`src/rtl/cdc_xfer_pkg.sv`:
```
package cdc_xfer_pkg;
  localparam logic [2:0] DST_MAIN = 3'd2;
  localparam logic [2:0] DST_SUB  = 3'd3;
  localparam logic [2:0] DST_PCM  = 3'd4;
  localparam logic [2:0] DST_PROG = 3'd5;
  localparam logic [2:0] DST_WORD = 3'd7;

  typedef enum logic [1:0] {
    SEL_PCM    = 2'd0,
    SEL_PROG   = 2'd1,
    SEL_WORD2M = 2'd2,
    SEL_WORD1M = 2'd3
  } mem_sel_e;
endpackage

```
`src/rtl/cdc_addr_gen.sv`:
```
module cdc_addr_gen #(
  parameter int REG_W = 16,
  parameter int LOW_W = 3
) (
  input  logic                     clk,
  input  logic                     rst,
  input  logic                     load,
  input  logic [REG_W-1:0]         load_val,
  input  logic                     step,
  input  logic [REG_W+LOW_W-1:0]   wrap_mask,
  input  logic                     phase_set,
  input  logic                     phase_clr,
  output logic [REG_W+LOW_W-1:0]   cur_addr,
  output logic                     low_nz
);
  localparam int ADDR_W = REG_W + LOW_W;

  logic [REG_W-1:0]  reg_q;
  logic [LOW_W-1:0]  low_q;
  logic [ADDR_W-1:0] nxt;

  assign cur_addr = {reg_q, low_q};
  assign low_nz   = |low_q;
  assign nxt      = (cur_addr & wrap_mask) + {{(ADDR_W-1){1'b0}}, 1'b1};

  always_ff @(posedge clk) begin
    if (rst) begin
      reg_q <= '0;
      low_q <= '0;
    end else if (load) begin
      reg_q <= load_val;
      low_q <= '0;
    end else if (step) begin
      {reg_q, low_q} <= nxt;
    end else if (phase_set) begin
      low_q <= LOW_W'(1);
    end else if (phase_clr) begin
      low_q <= '0;
    end
  end

  // a register load restarts the low counter
  a_r6_load_clears_low: assert property (@(posedge clk) disable iff (rst)
    load |=> (low_q == '0 && reg_q == $past(load_val)));
endmodule

```
`src/rtl/cdc_host_pack.sv`:
```
module cdc_host_pack #(
  parameter int BYTE_W = 8
) (
  input  logic                  clk,
  input  logic                  rst,
  input  logic                  take,
  input  logic                  hi_phase,
  input  logic [BYTE_W-1:0]     byte_in,
  input  logic                  rd_hit,
  input  logic                  flag_clr,
  output logic [2*BYTE_W-1:0]   host_word,
  output logic                  dsr
);
  always_ff @(posedge clk) begin
    if (rst) begin
      host_word <= '0;
    end else if (take) begin
      if (hi_phase) host_word[2*BYTE_W-1:BYTE_W] <= byte_in;
      else          host_word[BYTE_W-1:0]        <= byte_in;
    end
  end

  always_ff @(posedge clk) begin
    if (rst)                     dsr <= 1'b0;
    else if (flag_clr)           dsr <= 1'b0;
    else if (take && !hi_phase)  dsr <= 1'b1;
    else if (rd_hit)             dsr <= 1'b0;
  end

  // data-ready only rises from a lower-half byte
  a_r3_dsr_from_low_byte: assert property (@(posedge clk) disable iff (rst)
    $rose(dsr) |-> $past(take && !hi_phase));
  // upper half captures the first byte of a pair
  a_r3_upper_capture: assert property (@(posedge clk) disable iff (rst)
    (take && hi_phase) |=> host_word[2*BYTE_W-1:BYTE_W] == $past(byte_in));
endmodule

```
`src/rtl/cdc_xfer_router.sv`:
```
module cdc_xfer_router
  import cdc_xfer_pkg::*;
#(
  parameter int REG_W  = 16,
  parameter int LOW_W  = 3,
  parameter int BYTE_W = 8,
  parameter int PCM_W  = 13,
  parameter int W1M_W  = 17,
  parameter int W2M_W  = 18
) (
  input  logic                     clk,
  input  logic                     rst,
  input  logic                     ctrl_wr,
  input  logic [2:0]               ctrl_wdest,
  input  logic                     dma_wr,
  input  logic [REG_W-1:0]         dma_wdata,
  input  logic                     main_rd,
  input  logic                     sub_rd,
  input  logic                     word_1m,
  input  logic                     word_ret,
  input  logic                     in_valid,
  input  logic [BYTE_W-1:0]        in_data,
  input  logic                     in_last,
  output logic                     in_ready,
  output logic [15:0]              ctrl_rdata,
  output logic [2*BYTE_W-1:0]      host_rdata,
  output logic                     mem_we,
  output logic [1:0]               mem_sel,
  output logic [REG_W+LOW_W-1:0]   mem_addr,
  output logic [BYTE_W-1:0]        mem_wdata
);
  localparam int ADDR_W = REG_W + LOW_W;
  localparam logic [ADDR_W-1:0] MASK_PCM = {{(ADDR_W-PCM_W){1'b0}}, {PCM_W{1'b1}}};
  localparam logic [ADDR_W-1:0] MASK_1M  = {{(ADDR_W-W1M_W){1'b0}}, {W1M_W{1'b1}}};
  localparam logic [ADDR_W-1:0] MASK_2M  = {{(ADDR_W-W2M_W){1'b0}}, {W2M_W{1'b1}}};
  localparam logic [ADDR_W-1:0] MASK_ALL = {ADDR_W{1'b1}};

  logic [2:0]          dest_q;
  logic                eot_q;
  logic                dsr;
  logic [2*BYTE_W-1:0] host_word;
  logic [ADDR_W-1:0]   cur_addr;
  logic                low_nz;

  logic is_cpu, is_mem, acc, take, step, hi_phase, rd_hit, any_rd;
  logic [ADDR_W-1:0] wrap_mask;
  mem_sel_e          sel_n;
  logic              we_n;

  assign is_cpu   = (dest_q == DST_MAIN) || (dest_q == DST_SUB);
  assign is_mem   = (dest_q == DST_PCM) || (dest_q == DST_PROG) || (dest_q == DST_WORD);
  assign in_ready = !(is_cpu && dsr);
  assign acc      = in_valid && in_ready;
  assign take     = acc && is_cpu;
  assign step     = acc && is_mem;
  assign hi_phase = !low_nz;
  assign rd_hit   = (main_rd && dest_q == DST_MAIN) || (sub_rd && dest_q == DST_SUB);
  assign any_rd   = main_rd || sub_rd;

  always_comb begin
    wrap_mask = MASK_ALL;
    sel_n     = SEL_PROG;
    we_n      = step;
    unique case (dest_q)
      DST_PCM: begin
        wrap_mask = MASK_PCM;
        sel_n     = SEL_PCM;
      end
      DST_WORD: begin
        if (word_1m) begin
          wrap_mask = MASK_1M;
          sel_n     = SEL_WORD1M;
        end else begin
          wrap_mask = MASK_2M;
          sel_n     = SEL_WORD2M;
          we_n      = step && !word_ret;
        end
      end
      default: ;
    endcase
  end

  cdc_addr_gen #(.REG_W(REG_W), .LOW_W(LOW_W)) u_addr (
    .clk       (clk),
    .rst       (rst),
    .load      (dma_wr),
    .load_val  (dma_wdata),
    .step      (step),
    .wrap_mask (wrap_mask),
    .phase_set (take && hi_phase),
    .phase_clr (take && !hi_phase),
    .cur_addr  (cur_addr),
    .low_nz    (low_nz)
  );

  cdc_host_pack #(.BYTE_W(BYTE_W)) u_pack (
    .clk       (clk),
    .rst       (rst),
    .take      (take),
    .hi_phase  (hi_phase),
    .byte_in   (in_data),
    .rd_hit    (rd_hit),
    .flag_clr  (ctrl_wr),
    .host_word (host_word),
    .dsr       (dsr)
  );

  always_ff @(posedge clk) begin
    if (rst) begin
      dest_q <= 3'd0;
      eot_q  <= 1'b0;
    end else begin
      if (ctrl_wr) dest_q <= ctrl_wdest;
      if (ctrl_wr)                    eot_q <= 1'b0;
      else if (acc && in_last)        eot_q <= 1'b1;
    end
  end

  always_ff @(posedge clk) begin
    if (rst)          host_rdata <= '0;
    else if (rd_hit)  host_rdata <= host_word;
    else if (any_rd)  host_rdata <= {(2*BYTE_W){1'b1}};
  end

  always_ff @(posedge clk) begin
    if (rst) begin
      mem_we    <= 1'b0;
      mem_sel   <= 2'd0;
      mem_addr  <= '0;
      mem_wdata <= '0;
    end else begin
      mem_we <= we_n;
      if (we_n) begin
        mem_sel   <= sel_n;
        mem_addr  <= (cur_addr & wrap_mask) ^ {{(ADDR_W-1){1'b0}}, 1'b1};
        mem_wdata <= in_data;
      end
    end
  end

  assign ctrl_rdata = {eot_q, dsr, 3'b000, dest_q, 8'h00};

  // a full host word blocks the decoder
  a_r4_stall_when_full: assert property (@(posedge clk) disable iff (rst)
    (is_cpu && dsr) |-> !in_ready);
  // every strobe follows an accepted byte
  a_r7_strobe_after_accept: assert property (@(posedge clk) disable iff (rst)
    mem_we |-> $past(in_valid && in_ready));
  // PCM writes stay inside the 13-bit window
  a_r8_pcm_window: assert property (@(posedge clk) disable iff (rst)
    (mem_we && mem_sel == SEL_PCM) |-> mem_addr[ADDR_W-1:PCM_W] == '0);
  // returned 2M word RAM never gets a strobe
  a_r10_ret_blocks: assert property (@(posedge clk) disable iff (rst)
    (mem_we && mem_sel == SEL_WORD2M) |-> !$past(word_ret));
  // end-of-transfer rises only on an accepted last byte
  a_r12_eot_source: assert property (@(posedge clk) disable iff (rst)
    $rose(eot_q) |-> $past(in_valid && in_ready && in_last));
  // a read by the unselected CPU yields all ones
  a_r5_foreign_read: assert property (@(posedge clk) disable iff (rst)
    (main_rd && !sub_rd && dest_q != DST_MAIN) |=> host_rdata == {(2*BYTE_W){1'b1}});
endmodule

```
`config.mk`:
```
export PLATFORM = sky130hd
export DESIGN_NAME = cdc_xfer_router
export DESIGN_NICKNAME = d
export VERILOG_FILES = /design/src/rtl/cdc_xfer_pkg.sv /design/src/rtl/cdc_addr_gen.sv /design/src/rtl/cdc_host_pack.sv /design/src/rtl/cdc_xfer_router.sv
export SDC_FILE = /design/constraint.sdc
export NUM_CORES = 1
export LEC_CHECK = 0
export BUFFER_PORTS_ARGS = -buffer_cell sky130_fd_sc_hd__buf_4
export CORE_MARGIN = 1
export CORE_UTILIZATION = 50
export DETAILED_ROUTE_END_ITERATION = 8
export PLACE_DENSITY = 0.76
export SKIP_CTS_REPAIR_TIMING = 1
export SLEW_MARGIN = 30
export SYNTH_ARGS = -nofsm -noshare
export SYNTH_HDL_FRONTEND = slang
export SYNTH_SLANG_ARGS = --single-unit
```
`constraint.sdc`:
```
create_clock -name clk -period 2 [get_ports clk]
set_input_delay 0.4 -clock clk [delete_from_list [all_inputs] [get_ports clk]]
set_output_delay 0.4 -clock clk [all_outputs]
set_load 0.02 [all_outputs]
```
==> results of run 1 <==
## report_power, final
part | internal (uW) | switching (uW) | total, uW
Combinational | 203 | 279 | 482
Clock | 494 | 723 | 1220
Sequential | 1780 | 66.4 | 1850
Total | 2480 | 1070 | 3550
## stage by stage
step | total power (uW) | utilization, % | area, um^2 | hold slack, ps
2_1_floorplan | 2180 | - | 4020 | 460
3_3_place_gp | 2360 | 60.5 | 4680 | 465
3_5_place_dp | 2360 | 60.5 | 4680 | 468
4_1_cts | 3570 | 63.1 | 4870 | 250
5_1_grt | 3700 | 63.1 | 4870 | 244
6_report | 3550 | 63.1 | 4870 | 261
## kinds of logic (layout without fill, tap and decap cells)
| logic type | after synthesis | count (layout) |
|---|---|---|
| simple gates | 149 | 149 |
| compound gates | 116 | 116 |
| flops | 86 | 86 |
| buf+inv | 63 | 133 |
| mux | 23 | 23 |
| xor+xnor | 6 | 6 |
| fa+ha+maj | 2 | 2 |
| other cells | 1 | 11 |
## registers in the layout (all words and copies together) (netlist names)
register and count:
u_pack.host_word 16, mem_we 1, dest_q 3, mem_sel 2, u_pack.dsr 1, host_rdata 16
mem_addr 19, eot_q 1, u_addr.reg_q 16, mem_wdata 8, u_addr.low_q 3
## path summary, 6_finish.rpt
path | depth (start not counted) | startpoint | end
min reg2reg | 2 | mem_addr[13] | mem_addr[13]
max reg2reg | 4 | dest_q[2] | u_addr.reg_q[12]
max | 3 | dest_q[2] | in_ready
min | 2 | ctrl_wr | eot_q
## per-layer routing
| metal | GRT usage [%] | wire (um) |
|---|---|---|
| met5 | 0 | 0 |
| met4 | 6.08 | 51 |
| met3 | 6.62 | 539 |
| met2 | 39.7 | 4820 |
| met1 | 30.5 | 4370 |
## final cells by class
cell class	instances	area, um^2
Clock buffer	9	124
Clock inverter	7	75.1
Fill cell	676	2850
Inverter	12	45.0
Multi-Input combinational cell	307	1980
Sequential cell	86	1720
Tap cell	102	128
Timing Repair Buffer	105	801
## cell usage in the layout (no fill, tap or decap), types with 4 or more instances in the layout
cell type  count
a2111oi_2      4
a211oi_1       9
a21oi_1       33
a31oi_1        7
and2_1         6
and3_1         5
and4_1         5
buf_4        104
clkbuf_8       9
conb_1        11
dfxtp_1       86
inv_1         12
mux2i_1       22
nand2_1       13
nand2b_1       4
nand3_1       33
nand4_1        6
nor2_1        46
nor3_1         4
o21ai_0       27
o22ai_1       16
xnor2_1        6
==> results by group, run 1 <==
Clock tree
  – Skew-Pair Late Insertion Delay: between 300 and 400 ps
  – Clock slew at reported path FFs: 100 ps
  – Clock buffer count from CTS: 9
  – H-tree levels: 3
  – Clock Tree Root: clkbuf_8
  – CTS tree: yes
  – Clock tree buffer depth: 2
  – Clock sink count: 86

STA
  – Clk_skew: between 10 and 15 ps
  – RSZ-0062 raised after global routing: no
  – Clock period minus worst slack: between 1500 and 2000 ps
  – Fin crit share: about nine tenths
  – Setup TNS: 0 ps
  – PnR worst setup slack: 195 ps
  – Slew Limit Fails: 0
  – Final hold violations: 0
  – Setup violations, final: 0
  – Max Fclk: 554 MHz

Worst setup path
  – Crit path max-delay family: flip-flops
  – Worst Path Buf+Inv: 1
  – WS Path Type: flop to primary output
  – Largest stage delay, worst path: 530 ps
  – WP data arrival: approximately 1400 ps
  – CP cell instances: and2b_1 -> nand2_1 -> buf_4
  – Worst setup EP type: primary output
  – Worst path required time: roughly 1600 ps
  – Worst path slowest cell: dfxtp_1
  – R2r setup slk: around 200 ps
  – CP Max Fanout: 10
  – Worst setup SP type: flop

Power and ir drop
  – LEAKAGE: around 0.0020 uW
  – VDD IR max: 0.593 mV
  – Power Dens Cells: approximately 730 nW/um^2

Logic synthesis
  – Post-synthesis xor/xnor area fraction: roughly 1.3%
  – FF+latch count, synth: between 80 and 90
  – Post-synthesis cell type count: 60
  – Top cells by area, synth: dfxtp_1 43%, mux2i_1 5.5%, nor2_1 4.3%, a21oi_1 4.1%, nand3_1 4.1%
  – Mux contribution to synthesized area: under 10%
  – Count of flip-flops with a built-in enable after synthesis: 0
  – Largest family of logic cells by synthesized area: simple AND/OR/NAND/NOR gates
  – Synth Area in Simple Gates: between 20 and 25%
  – Synth top cells by count: 86 x dfxtp_1, 46 x nor2_1, 33 x a21oi_1, 33 x nand3_1, 27 x o21ai_0
  – Yosys top cell area share: 43.3%
  – Synth area leader: dfxtp_1
  – Total of warnings raised by yosys: 0
  – Synth Area per Inst: 8.92 um^2
  – Async set or reset register ratio after synthesis: 0%
  – Post-synthesis adder-cell area fraction: less than 1%
  – Synth Flop Type: dfxtp_1
  – Most frequent cell after synthesis: dfxtp_1
  – Cell Area, Synth: 3980 um^2
  – Post-Syn Instances: about 450
  – Compound-Gate Fraction of Synth Area: 19.1%
  – Post-synthesis sequential area ratio: a little over two fifths

Placement
  – Pre-CTS setup slack: roughly 240 ps
  – Port buffer count: between 80 and 90
  – Hpwl dp: between 6000 and 7000 um
  – Cell count after placement: between 600 and 700
  – GP Congestion: about 0.8

Floorplanning
  – # rows: 32
  – Die width: about 91 um
  – I/O Pins: 100
  – CORE AREA: approximately 7700 um^2
  – Total die area: 8320 um^2
  – Initial core utilization: 51.5%
  – Die H: around 91 um

Detailed routing
  – Pre-antenna DRT Iters: 4
  – DRT Wirelength: a little under 10000 um
  – Via/cell ratio: between 5 and 6
  – Post-route DRC: 0
  – DR WL/cell: around 16 um
  – Antenna-violating nets left: 0
  – Initial DRC Count: between 100 and 150
  – Via count: about 3500

Global route
  – First-pass GRT wire length: 15900 um
  – Vias in the first global route: about 3300
  – Initial antenna violation count: 0
  – All-Layer GR Usage: 23.9%
  – Total congestion overflow: 0
  – Largest net degree at the start of global routing: 86

Final layout
  – Final nets: 560
  – Non-filler instance count after layout: ~630
  – Share of cells above drive strength 1: a little over a quarter
  – Antenna cells: 0
  – Area grow syn2layout: 22.5%

Outcome
  – Status: finished, final reports clean

Hold path
  – Hold Crit Class: input port to flop

Flow run
  – Max cap viols: 0
Power figures use the tool's default switching activity.
==> run 2, diff against run 1 <==
--- a/config.mk
+++ b/config.mk
@@ -7,9 +7,9 @@
 export LEC_CHECK = 0
 export BUFFER_PORTS_ARGS = -buffer_cell sky130_fd_sc_hd__buf_4
 export CORE_MARGIN = 1
-export CORE_UTILIZATION = 50
+export CORE_UTILIZATION = 45
 export DETAILED_ROUTE_END_ITERATION = 8
-export PLACE_DENSITY = 0.76
+export PLACE_DENSITY_LB_ADDON = 0.05
 export SKIP_CTS_REPAIR_TIMING = 1
 export SLEW_MARGIN = 30
 export SYNTH_ARGS = -nofsm -noshare
==> results by group, run 2 (synthesized netlist as in run 1, its figures left out) <==
Outcome
  – Status: finished, final reports clean

STA
  – Max Fclk: 573 MHz (+3.4%)
  – Slew Limit Fails: 0 (unchanged)
  – RSZ-0062 raised after global routing: no
  – Slew Limit Headroom: 65.5%
  – Setup TNS: 0 ps (unchanged)
  – Final hold violations: 0 (unchanged)
  – Setup violations, final: 0 (unchanged)
  – Worst Max-Slew Pin Slew: about 520 ps
  – Clock period minus worst slack: 1750 ps (-58.5 ps)
  – Hold slack: 265 ps (+3.65 ps)
  – Clk_skew: 6.73 ps (-3.89 ps)
  – Fin crit share: 87.3% (-2.9 points)

Floorplanning
  – Die width: 96.0 um (+5.3%)
  – Initial core utilization: 47.5% (-4.0 points)
  – Die H: 96.0 um (+5.3%)
  – # rows: 33 (+3.1%)
  – CORE AREA: 8380 um^2 (+8.5%)
  – Total die area: 9220 um^2 (+11%)
  – I/O Pins: 100 (unchanged)

Global route
  – All-Layer GR Usage: 23.3% (-0.56 points)
  – Initial antenna violation count: 0 (unchanged)
  – First-pass GRT wire length: 16400 um (+2.7%)
  – Largest net degree at the start of global routing: 35 (-59%)
  – Vias in the first global route: 3285 (-1.6%)
  – Total congestion overflow: 0 (unchanged)

Power and ir drop
  – Comb power frac: 14.2% (+0.6 points)
  – VDD IR max: 0.535 mV (-9.7%)
  – Clk network pwr share: 33.2% (-1.1 points)
  – Reg power frac: 52.6% (+0.5 points)
  – P_int: 2460 uW (-0.60%)
  – Power Dens Cells: 715 nW/um^2 (-1.7%)
  – Sw frac: 29.6% (-0.57 points)
  – LEAKAGE: 0.00204 uW (+0.32%)
  – Net Switching: 1030 uW (-3.2%)

Final layout
  – Most flop-heavy register: mem_addr
  – Area grow syn2layout: 22.9%
  – Final core utilization: 58.3% (-4.7 points)
  – Most common cell after layout, fill and taps aside: buf_4
  – Max reg flops: 19 (unchanged)
  – Commonest cells after routing, fill and taps aside: 108 x buf_4, 86 x dfxtp_1, 46 x nor2_1
  – Multi-input gate area: 1980 um^2 (unchanged)
  – Final nets: 564 (+0.71%)
  – Fillers: 797 (+18%)
  – Share of cells above drive strength 1: 27.4% (+0.36 points)
  – Antenna cells: 0 (unchanged)
  – Reg area: 1720 um^2 (unchanged)

Worst setup path
  – Largest stage delay, worst path: 420 ps (-110 ps)
  – Crit path depth: 5 (+2)
  – CP cell instances: ha_1 -> nand2_1 -> nor4_4 -> a211oi_1 -> a2111oi_2
  – Worst setup SP type: flop
  – Crit path max-delay family: simple AND/OR/NAND/NOR gates
  – Worst path required time: 2260 ps (+660 ps)
  – Worst r2r path cells: 5 (+1)
  – Worst path slowest cell: dfxtp_1
  – WP data arrival: 2000 ps (+590 ps)
  – WS Path Type: flop to flop
  – Worst setup EP type: flop
  – CP Max Fanout: 6 (-4)
  – Worst Path Buf+Inv: 0 (-1)

Clock tree
  – H-tree levels: 3 (unchanged)
  – Clock tree buffer depth: 2 (unchanged)
  – Clock sink count: 86 (unchanged)
  – CTS tree: yes
  – Clock buffer count from CTS: 9 (unchanged)
  – Clock Tree Root: clkbuf_8
  – Skew-Pair Late Insertion Delay: 360 ps (about the same)
  – Clock slew at reported path FFs: 90 ps (about the same)

Detailed routing
  – Post-route DRC: 0 (unchanged)
  – Initial DRC Count: 98 (-32%)
  – DRT Wirelength: 10100 um (+3.6%)
  – Via/cell ratio: 5.48 (-2.8%)
  – DR WL/cell: 15.9 um (+2.4%)
  – Pre-antenna DRT Iters: 5 (+1)
  – Via count: 3478 (-1.7%)
  – Antenna-violating nets left: 0 (unchanged)

Placement
  – GP Congestion: 0.839 (+2.5%)
  – Port buffer count: 88 (unchanged)
  – Hpwl dp: 7220 um (+6.2%)

Hold path
  – Hold depth: 2 (unchanged)
  – Hold Crit Class: input port to flop

Flow run
  – Max cap viols: 0 (unchanged)
## run 2: changes by cell type in the layout (fill, tap and decap cells not counted), sizes merged
cell      before  now
buf          105  109
clkbuf         9   10
clkinv         2    0
clkinvlp       1    2
## run 2: worst reg2reg max path, delay by kind of cell, from the launching register on
| family | cells | cell delay, ps |
|---|---|---|
| AND/OR/NAND/NOR | 2 | 480 |
| AO/OA/AOI/OAI | 2 | 460 |
| flip-flops | 1 | 420 |
| adder cells (fa/ha/maj) | 1 | 280 |
## run 2: power groups by stage
| stage | clock, uW | sequential, uW | combinational, uW |
|---|---|---|---|
| finish | 1160 | 1840 | 496 |
| detailed placement | 0 | 1880 | 498 |
| floorplan | 0 | 1920 | 265 |
| CTS | 1200 | 1840 | 500 |
| global placement | 0 | 1880 | 493 |
| global route | 1270 | 1850 | 541 |
## run 2: layout make-up
class                      instances  share of cell area (%)
inverter                          12                   0.921
tap                              105                    2.69
clock buffer                      10                    2.61
clock inverter                     6                    1.07
sequential                        86                    35.2
timing repair buffer             109                    17.0
multi-input combinational        307                    40.5
## run 2: worst paths after layout
| kind | start | end | slack (ps) |
|---|---|---|---|
| worst max-delay path | u_addr.low_q[0] | u_addr.reg_q[5] | 250 |
| worst min-delay path | ctrl_wr | eot_q | 260 |
| worst min register to register | mem_addr[16] | mem_addr[16] | 480 |
| worst max register to register | u_addr.low_q[0] | u_addr.reg_q[5] | 250 |
## run 2: metal layers
| metal | vias to the layer above | track usage [%] | part of all wire (%) |
|---|---|---|---|
| li1 | 1749 | - | - |
| met1 | 1635 | 29.3 | 46 |
| met2 | 83 | 39.3 | 48 |
| met3 | 11 | 6.32 | 4.6 |
| met4 | 0 | 6.09 | 1.3 |
| met5 | - | 0 | 0 |
## run 2: metrics by stage
stage	area [um^2]	setup slack (ps)	instances	power (uW)
after floorplan	4020	286	456	2180
after global placement	4710	329	619	2370
after detailed placement	4710	260	619	2380
after CTS	4890	253	635	3540
after global routing	4890	66.3	635	3660
final	4890	253	635	3500
